==> config.mk <==
export PLATFORM = sky130hd
export DESIGN_NAME = irq_fiq_ctrl
export DESIGN_NICKNAME = d
export VERILOG_FILES = /design/src/rtl/ifc_pkg.sv /design/src/rtl/ifc_decode.sv /design/src/rtl/ifc_bank.sv /design/src/rtl/ifc_outreg.sv /design/src/rtl/irq_fiq_ctrl.sv
export SDC_FILE = /design/constraint.sdc
export NUM_CORES = 1
export LEC_CHECK = 0
export CAP_MARGIN = 20
export CORE_MARGIN = 2
export CORE_UTILIZATION = 55
export CTS_CLUSTER_SIZE = 30
export DETAILED_ROUTE_END_ITERATION = 12
export PLACE_DENSITY = 0.78
export SLEW_MARGIN = 20
export SYNTH_ARGS = -nofsm -noshare
export SYNTH_HDL_FRONTEND = slang
export SYNTH_SLANG_ARGS = --single-unit
==> constraint.sdc <==
create_clock -name clk -period 8.41 [get_ports clk]
set_input_delay 1.682 -clock clk [delete_from_list [all_inputs] [get_ports clk]]
set_output_delay 1.682 -clock clk [all_outputs]
set_load 0.02 [all_outputs]
==> src/rtl/ifc_pkg.sv <==
package ifc_pkg;

   localparam int unsigned WORD_W = 32;
   localparam int unsigned MAX_BANKS = 2;

   // Register kinds decoded from the byte offset
   typedef enum logic [2:0] {
      K_NONE  = 3'd0,
      K_IRQV  = 3'd1,
      K_MASK  = 3'd2,
      K_ROUTE = 3'd3,
      K_FIQV  = 3'd4,
      K_RAW   = 3'd5,
      K_IDLE  = 3'd6
   } reg_kind_e;

   localparam logic [7:0] OFS_IDLE  = 8'h14;
   localparam logic [7:0] REL_IRQV  = 8'h00;
   localparam logic [7:0] REL_MASK  = 8'h04;
   localparam logic [7:0] REL_ROUTE = 8'h08;
   localparam logic [7:0] REL_FIQV  = 8'h0C;
   localparam logic [7:0] REL_RAW   = 8'h10;

   // Base offset of each bank's register group
   function automatic logic [7:0] bank_base(input int b);
      return (b == 0) ? 8'h00 : 8'h9C;
   endfunction

endpackage

==> src/rtl/ifc_decode.sv <==
module ifc_decode
   import ifc_pkg::*;
#(
   parameter int unsigned NBANK = 2,
   parameter int unsigned AW    = 8
) (
   input  logic [AW-1:0]    addr,
   output logic [NBANK-1:0] bank_hit,
   output reg_kind_e        kind
);

   logic       upper_ok;
   logic [7:0] a8;

   assign a8 = addr[7:0];

   generate
      if (AW > 8) begin : g_hi
         assign upper_ok = ~|addr[AW-1:8];
      end else begin : g_nohi
         assign upper_ok = 1'b1;
      end
   endgenerate

   always_comb begin
      bank_hit = '0;
      kind     = K_NONE;
      if (upper_ok && (a8[1:0] == 2'b00)) begin
         if (a8 == OFS_IDLE) begin
            kind = K_IDLE;
         end
         for (int b = 0; b < NBANK; b++) begin
            if ((a8 >= bank_base(b)) && (a8 <= (bank_base(b) + REL_RAW))) begin
               bank_hit[b] = 1'b1;
               unique case (a8 - bank_base(b))
                  REL_IRQV:  kind = K_IRQV;
                  REL_MASK:  kind = K_MASK;
                  REL_ROUTE: kind = K_ROUTE;
                  REL_FIQV:  kind = K_FIQV;
                  REL_RAW:   kind = K_RAW;
                  default:   kind = K_NONE;
               endcase
            end
         end
      end
   end

endmodule

==> src/rtl/ifc_bank.sv <==
module ifc_bank #(
   parameter int unsigned LIVE_W = 32,
   parameter int unsigned DW     = 32
) (
   input  logic              clk,
   input  logic              rst_n,
   input  logic [LIVE_W-1:0] src_lvl,
   input  logic              wr_mask,
   input  logic              wr_route,
   input  logic [DW-1:0]     wdata,
   input  logic              idle_all_d,
   output logic              irq_hit_d,
   output logic              fiq_hit_d,
   output logic              wake_hit_d,
   output logic [DW-1:0]     pend_q,
   output logic [DW-1:0]     mask_q,
   output logic [DW-1:0]     route_q,
   output logic [DW-1:0]     irq_view,
   output logic [DW-1:0]     fiq_view
);

   logic [DW-1:0] pend_d;
   logic [DW-1:0] mask_d;
   logic [DW-1:0] route_d;
   logic [DW-1:0] en_d;

   // Bits with no source always read as not pending
   generate
      if (LIVE_W < DW) begin : g_pad
         assign pend_d = {{(DW-LIVE_W){1'b0}}, src_lvl};
      end else begin : g_full
         assign pend_d = src_lvl;
      end
   endgenerate

   assign mask_d  = wr_mask  ? wdata : mask_q;
   assign route_d = wr_route ? wdata : route_q;
   assign en_d    = pend_d & mask_d;

   // Next-state request terms, so outputs register at the same edge as state
   assign irq_hit_d  = |(en_d & ~route_d);
   assign fiq_hit_d  = |(en_d & route_d);
   assign wake_hit_d = |(pend_d & (mask_d | {DW{idle_all_d}}));

   always_ff @(posedge clk or negedge rst_n) begin
      if (!rst_n) begin
         pend_q  <= '0;
         mask_q  <= '0;
         route_q <= '0;
      end else begin
         pend_q  <= pend_d;
         mask_q  <= mask_d;
         route_q <= route_d;
      end
   end

   assign irq_view = pend_q & mask_q & ~route_q;
   assign fiq_view = pend_q & mask_q & route_q;

endmodule

==> src/rtl/ifc_outreg.sv <==
module ifc_outreg #(
   parameter int unsigned NBANK = 2
) (
   input  logic             clk,
   input  logic             rst_n,
   input  logic [NBANK-1:0] irq_hit,
   input  logic [NBANK-1:0] fiq_hit,
   input  logic [NBANK-1:0] wake_hit,
   input  logic             core_halted,
   output logic             irq_o,
   output logic             fiq_o,
   output logic             wake_o
);

   always_ff @(posedge clk or negedge rst_n) begin
      if (!rst_n) begin
         irq_o  <= 1'b0;
         fiq_o  <= 1'b0;
         wake_o <= 1'b0;
      end else begin
         irq_o  <= |irq_hit;
         fiq_o  <= |fiq_hit;
         wake_o <= core_halted & (|wake_hit);
      end
   end

endmodule

==> src/rtl/irq_fiq_ctrl.sv <==
module irq_fiq_ctrl
   import ifc_pkg::*;
#(
   parameter int unsigned NUM_SRC = 40,
   parameter int unsigned AW      = 8,
   parameter int unsigned DW      = 32
) (
   input  logic               clk,
   input  logic               rst_n,
   input  logic [NUM_SRC-1:0] src_lvl,
   input  logic               core_halted,
   input  logic               wr_en,
   input  logic [AW-1:0]      addr,
   input  logic [DW-1:0]      wdata,
   output logic [DW-1:0]      rdata,
   output logic               irq_o,
   output logic               fiq_o,
   output logic               wake_o
);

   localparam int unsigned NBANK = (NUM_SRC + DW - 1) / DW;
   localparam int unsigned ALL_W = NBANK * DW;

   // Elaboration checks on the parameter set
   generate
      if (DW != WORD_W) begin : g_bad_dw
         $error("irq_fiq_ctrl: DW must equal the 32-bit register width");
      end
      if ((NUM_SRC <= DW) || (NBANK > MAX_BANKS)) begin : g_bad_src
         $error("irq_fiq_ctrl: NUM_SRC must lie in 33..64");
      end
      if (AW < 8) begin : g_bad_aw
         $error("irq_fiq_ctrl: AW must be at least 8");
      end
   endgenerate

   logic [NBANK-1:0] bank_hit;
   reg_kind_e        kind;
   logic             idle_all_q;
   logic             idle_all_d;
   logic             idle_wr;

   logic [ALL_W-1:0] pend_all;
   logic [ALL_W-1:0] mask_all;
   logic [ALL_W-1:0] route_all;
   logic [ALL_W-1:0] irq_view_all;
   logic [ALL_W-1:0] fiq_view_all;
   logic [NBANK-1:0] irq_hit;
   logic [NBANK-1:0] fiq_hit;
   logic [NBANK-1:0] wake_hit;

   ifc_decode #(.NBANK(NBANK), .AW(AW)) u_dec (
      .addr     (addr),
      .bank_hit (bank_hit),
      .kind     (kind)
   );

   // Idle mask kept as one bit: 1 means all ones
   assign idle_wr    = wr_en && (kind == K_IDLE);
   assign idle_all_d = idle_wr ? ~wdata[0] : idle_all_q;

   always_ff @(posedge clk or negedge rst_n) begin
      if (!rst_n) begin
         idle_all_q <= 1'b0;
      end else begin
         idle_all_q <= idle_all_d;
      end
   end

   generate
      for (genvar b = 0; b < NBANK; b++) begin : g_bank
         localparam int unsigned LEFT = NUM_SRC - b * DW;
         localparam int unsigned LIVE = (LEFT > DW) ? DW : LEFT;
         logic wr_m;
         logic wr_r;

         assign wr_m = wr_en && bank_hit[b] && (kind == K_MASK);
         assign wr_r = wr_en && bank_hit[b] && (kind == K_ROUTE);

         ifc_bank #(.LIVE_W(LIVE), .DW(DW)) u_bank (
            .clk        (clk),
            .rst_n      (rst_n),
            .src_lvl    (src_lvl[b*DW +: LIVE]),
            .wr_mask    (wr_m),
            .wr_route   (wr_r),
            .wdata      (wdata),
            .idle_all_d (idle_all_d),
            .irq_hit_d  (irq_hit[b]),
            .fiq_hit_d  (fiq_hit[b]),
            .wake_hit_d (wake_hit[b]),
            .pend_q     (pend_all[b*DW +: DW]),
            .mask_q     (mask_all[b*DW +: DW]),
            .route_q    (route_all[b*DW +: DW]),
            .irq_view   (irq_view_all[b*DW +: DW]),
            .fiq_view   (fiq_view_all[b*DW +: DW])
         );
      end
   endgenerate

   ifc_outreg #(.NBANK(NBANK)) u_out (
      .clk         (clk),
      .rst_n       (rst_n),
      .irq_hit     (irq_hit),
      .fiq_hit     (fiq_hit),
      .wake_hit    (wake_hit),
      .core_halted (core_halted),
      .irq_o       (irq_o),
      .fiq_o       (fiq_o),
      .wake_o      (wake_o)
   );

   // Read mux; undefined offsets fall through to zero
   always_comb begin
      rdata = '0;
      if (kind == K_IDLE) begin
         rdata = {{(DW-1){1'b0}}, ~idle_all_q};
      end
      for (int b = 0; b < NBANK; b++) begin
         if (bank_hit[b]) begin
            unique case (kind)
               K_IRQV:  rdata = irq_view_all[b*DW +: DW];
               K_MASK:  rdata = mask_all[b*DW +: DW];
               K_ROUTE: rdata = route_all[b*DW +: DW];
               K_FIQV:  rdata = fiq_view_all[b*DW +: DW];
               K_RAW:   rdata = pend_all[b*DW +: DW];
               default: rdata = '0;
            endcase
         end
      end
   end

endmodule

==> out/qor.json <==
{
  "grt_antenna_before_repair": 1,
  "cts-htree-levels": 4,
  "dieHeight_um": 142,
  "holdCritPathClass": "reg -> reg",
  "synth_top_cell_by_area": "sky130_fd_sc_hd__dfrtp_1",
  "grt_pass1_vias": 10000,
  "finish.net_count": 1317,
  "final_area_um2": 12400,
  "design.core.area_um2": 18700,
  "fmaxAchievable_mhz": 138,
  "post-layout-total-power_mw": 1.80,
  "leakage_nw": 5.51,
  "status": "finished, final reports clean",
  "cts_setup_buffers": 0,
  "io_pins": 119,
  "yosys_register_bits": 172,
  "vias_post_dr": 10600,
  "post_synth_instance_area_um2": 10500,
  "antenna_cells": 0,
  "cts_num_sinks": 172,
  "syn_to_final_growth_pct": 18.1,
  "max_slew.worst_pin.slew_ns": 1.03,
  "clock_tree_from_tritoncts": "built",
  "globalRouteOverflowTotal": 0,
  "timing.final.hold_violations": 0,
  "floorplan.rows": 50,
  "die_width_um": 142,
  "yosys.area.top_type_share": 0.410,
  "cap_violations": 0,
  "tritoncts.num_buffers": 17,
  "total_of_cells_resized_after_clock_tree_synthesis": 0,
  "max-slew-margin-rel": 0.311,
  "drtAntennaViolNets": 0,
  "ys_seq_area_frac": 0.410,
  "syn-instance-count": 1154,
  "cp-end-kind": "output pin",
  "insertion_delay_ns": 0.45,
  "data_required_time_at_the_worst_endpoint_ns": 6.73,
  "drt_iter0_markers": 1409,
  "fin_crit_ns": 7.26,
  "power_per_cell_area_nw_per_um2": 145,
  "finClkSkew_ns": 0.00636,
  "post-route-period-util": 0.863,
  "clk_path_buf_depth": 2,
  "vdd_ir_max_mv": 0.148,
  "syn_nets": 1238,
  "globalRouteTotalUtil": 0.368,
  "primary_flip_flop_cell_chosen_by_synthesis_mapping": "sky130_fd_sc_hd__dfrtp_1",
  "critical_path.startpoint_type": "primary input",
  "dp_slack_ns": 1.23,
  "drt-wirelength-per-cell_um": 24.6,
  "drt-total-wl_mm": 36.5,
  "cts-hold-fix-buffers": 0,
  "vias_per_cell": 7.17,
  "die-area_um2": 20200,
  "finalSetupViolations": 0,
  "final_core_utilization": 0.663,
  "placedInstanceArea_um2": 11900,
  "cts.reportedPaths.clkPinSlew_ns": 0.06,
  "wire_length_of_the_first_global_routing_pass_mm": 56.8,
  "final_max_slew_viol_count": 0,
  "final.setup.tns_ns": 0,
  "gp_congestion": 0.986,
  "yosys_warnings": 0,
  "post-route-worst-setup-slack_ns": 1.15,
  "critical_path.max_fanout": 25,
  "buffer_ports.inserted": 118,
  "number_of_different_library_cells_in_the_post_synthesis_netlist": 71,
  "setup.worst_path.class": "in -> out",
  "worst_ep_arrival_time_ns": 5.58,
  "cts_root_buffer": "sky130_fd_sc_hd__clkbuf_16",
  "unrepaired_setup_endpoints_after_global_routing": "false",
  "remaining_drc_errors": 0,
  "initial_core_util": 0.561,
  "post_synth_main_area_contributors": "sky130_fd_sc_hd__dfrtp_1, sky130_fd_sc_hd__nand2_1, sky130_fd_sc_hd__mux2_2",
  "grt_max_degree": 94,
  "place_hpwl_mm": 25.3,
  "drive_above_1_share": 0.131,
  "postSynth.asyncResetShare": 1.00,
  "synth-edff-count": 0,
  "drt_pass1_iterations": 6,
  "post_synth.cell_area_avg_um2": 9.10
}
[metal layers]
metal | part of all wire | wire, µm | track usage | vias to the layer above
met5 | 0 | 0 | 0 | -
met4 | 0.048 | 1740 | 0.180 | 0
met3 | 0.11 | 3860 | 0.0808 | 156
met2 | 0.45 | 16300 | 0.563 | 751
met1 | 0.40 | 14500 | 0.499 | 5123
li1 | - | - | - | 4576
[cell usage after synthesis, types with 4 or more instances]
cell type	n
sky130_fd_sc_hd__dfrtp_1	172
sky130_fd_sc_hd__nor2b_1	4
sky130_fd_sc_hd__a21oi_1	21
sky130_fd_sc_hd__o31ai_1	10
sky130_fd_sc_hd__buf_1	5
sky130_fd_sc_hd__mux2i_1	46
sky130_fd_sc_hd__nand2_1	212
sky130_fd_sc_hd__o32ai_1	5
sky130_fd_sc_hd__a32o_1	4
sky130_fd_sc_hd__nor4_1	16
sky130_fd_sc_hd__nand3_1	63
sky130_fd_sc_hd__nand2b_1	41
sky130_fd_sc_hd__buf_2	18
sky130_fd_sc_hd__nand4b_1	5
sky130_fd_sc_hd__a31oi_1	6
sky130_fd_sc_hd__a2111o_1	6
sky130_fd_sc_hd__a31o_2	40
sky130_fd_sc_hd__a221oi_1	4
sky130_fd_sc_hd__inv_1	15
sky130_fd_sc_hd__o22ai_1	37
sky130_fd_sc_hd__a22oi_1	8
sky130_fd_sc_hd__nor3_1	17
sky130_fd_sc_hd__o211ai_1	6
sky130_fd_sc_hd__clkbuf_1	54
sky130_fd_sc_hd__mux2_2	51
sky130_fd_sc_hd__o2111ai_1	5
sky130_fd_sc_hd__o21ai_0	89
sky130_fd_sc_hd__nand4_1	17
sky130_fd_sc_hd__a222oi_1	40
sky130_fd_sc_hd__a21boi_0	15
sky130_fd_sc_hd__o21ai_1	6
sky130_fd_sc_hd__and3_1	4
sky130_fd_sc_hd__nor3b_1	11
sky130_fd_sc_hd__a2111oi_0	4
sky130_fd_sc_hd__nor4b_1	24
sky130_fd_sc_hd__nor2_1	11
sky130_fd_sc_hd__or3_1	4
[worst max-delay path: stages]
cell and delay [ns]:
sky130_fd_sc_hd__clkdlybuf4s50_1 0.64, sky130_fd_sc_hd__or2_2 0.38, sky130_fd_sc_hd__a21oi_1 0.14, sky130_fd_sc_hd__o21ai_0 0.25, sky130_fd_sc_hd__a211oi_4 0.86, sky130_fd_sc_hd__buf_4 0.44
sky130_fd_sc_hd__a31o_2 0.20, sky130_fd_sc_hd__a222oi_1 0.07, sky130_fd_sc_hd__o22a_1 0.18, sky130_fd_sc_hd__o21ai_1 0.09, sky130_fd_sc_hd__clkdlybuf4s50_1 0.63
[worst paths after layout]
check / from / endpoint / slack, ns / cells past startpoint
setup / recovery: addr[7] / rdata[0] / 1.15 / 11
hold / removal: flip-flop / flip-flop / 0.48 / 2
setup reg to reg: g_bank[0].u_bank.route_q[8] / u_out.fiq_o / 5.97 / 8
hold reg to reg: flip-flop / flip-flop / 0.48 / 2
max in group asynchronous: rst_n / g_bank[0].u_bank.pend_q[18] / 5.88 / 2
min in group asynchronous: rst_n / idle_all_q / 1.30 / 1
[cells in the final DEF (no fill, tap or decap), types with 5 or more instances in the layout]
cell,n
sky130_fd_sc_hd__mux2_2,51
sky130_fd_sc_hd__a31o_2,40
sky130_fd_sc_hd__o211ai_1,6
sky130_fd_sc_hd__clkbuf_16,17
sky130_fd_sc_hd__nor2_1,9
sky130_fd_sc_hd__a21boi_0,15
sky130_fd_sc_hd__nor4b_1,24
sky130_fd_sc_hd__buf_4,22
sky130_fd_sc_hd__dfrtp_1,172
sky130_fd_sc_hd__a22oi_1,8
sky130_fd_sc_hd__a2111o_1,6
sky130_fd_sc_hd__o22ai_1,37
sky130_fd_sc_hd__nand3_1,63
sky130_fd_sc_hd__a21oi_1,21
sky130_fd_sc_hd__mux2i_1,46
sky130_fd_sc_hd__nor4_1,16
sky130_fd_sc_hd__inv_1,15
sky130_fd_sc_hd__a222oi_1,40
sky130_fd_sc_hd__nor3_1,17
sky130_fd_sc_hd__nand2_1,212
sky130_fd_sc_hd__o31ai_1,10
sky130_fd_sc_hd__nor3b_1,11
sky130_fd_sc_hd__o32ai_1,5
sky130_fd_sc_hd__o21ai_0,89
sky130_fd_sc_hd__nand4b_1,5
sky130_fd_sc_hd__nand4_1,17
sky130_fd_sc_hd__clkdlybuf4s50_1,117
sky130_fd_sc_hd__o2111ai_1,5
sky130_fd_sc_hd__nand2b_1,41
sky130_fd_sc_hd__a31oi_1,6
[power by group]
group,leakage (nW),switching [mW],internal [mW]
clock,0.267,0.356,0.396
sequential,2.28,0.0191,0.850
combinational,2.96,0.111,0.0700
total,5.51,0.486,1.32
[cell type report]
cell class / instances / area [µm²]
fill: 1522 / 6300
multi-input combinational: 886 / 5850
sequential: 172 / 4300
timing repair buffer: 141 / 1360
clock buffer: 20 / 457
tap: 234 / 293
clock inverter: 12 / 87.6
inverter: 15 / 56.3
[metrics by stage]
| stage | cells | hold slack (ns) |
|---|---|---|
| CTS | 1480 | 0.483 |
| detailed placement | 1448 | 0.467 |
| global placement | 1448 | 0.457 |
| finish | 1480 | 0.478 |
| floorplan | 1154 | 0.445 |
| global route | 1480 | 0.504 |
[cells by family after synthesis]
kind of cell | after synthesis | share of synthesized area
muxes | 101 | 0.103
and+or+nand+nor | 448 | 0.216
AOI/OAI and AO/OA | 337 | 0.232
DFF | 172 | 0.410
buffers and inverters | 96 | 0.0386
No activity file was read; power rests on OpenSTA's default activity.
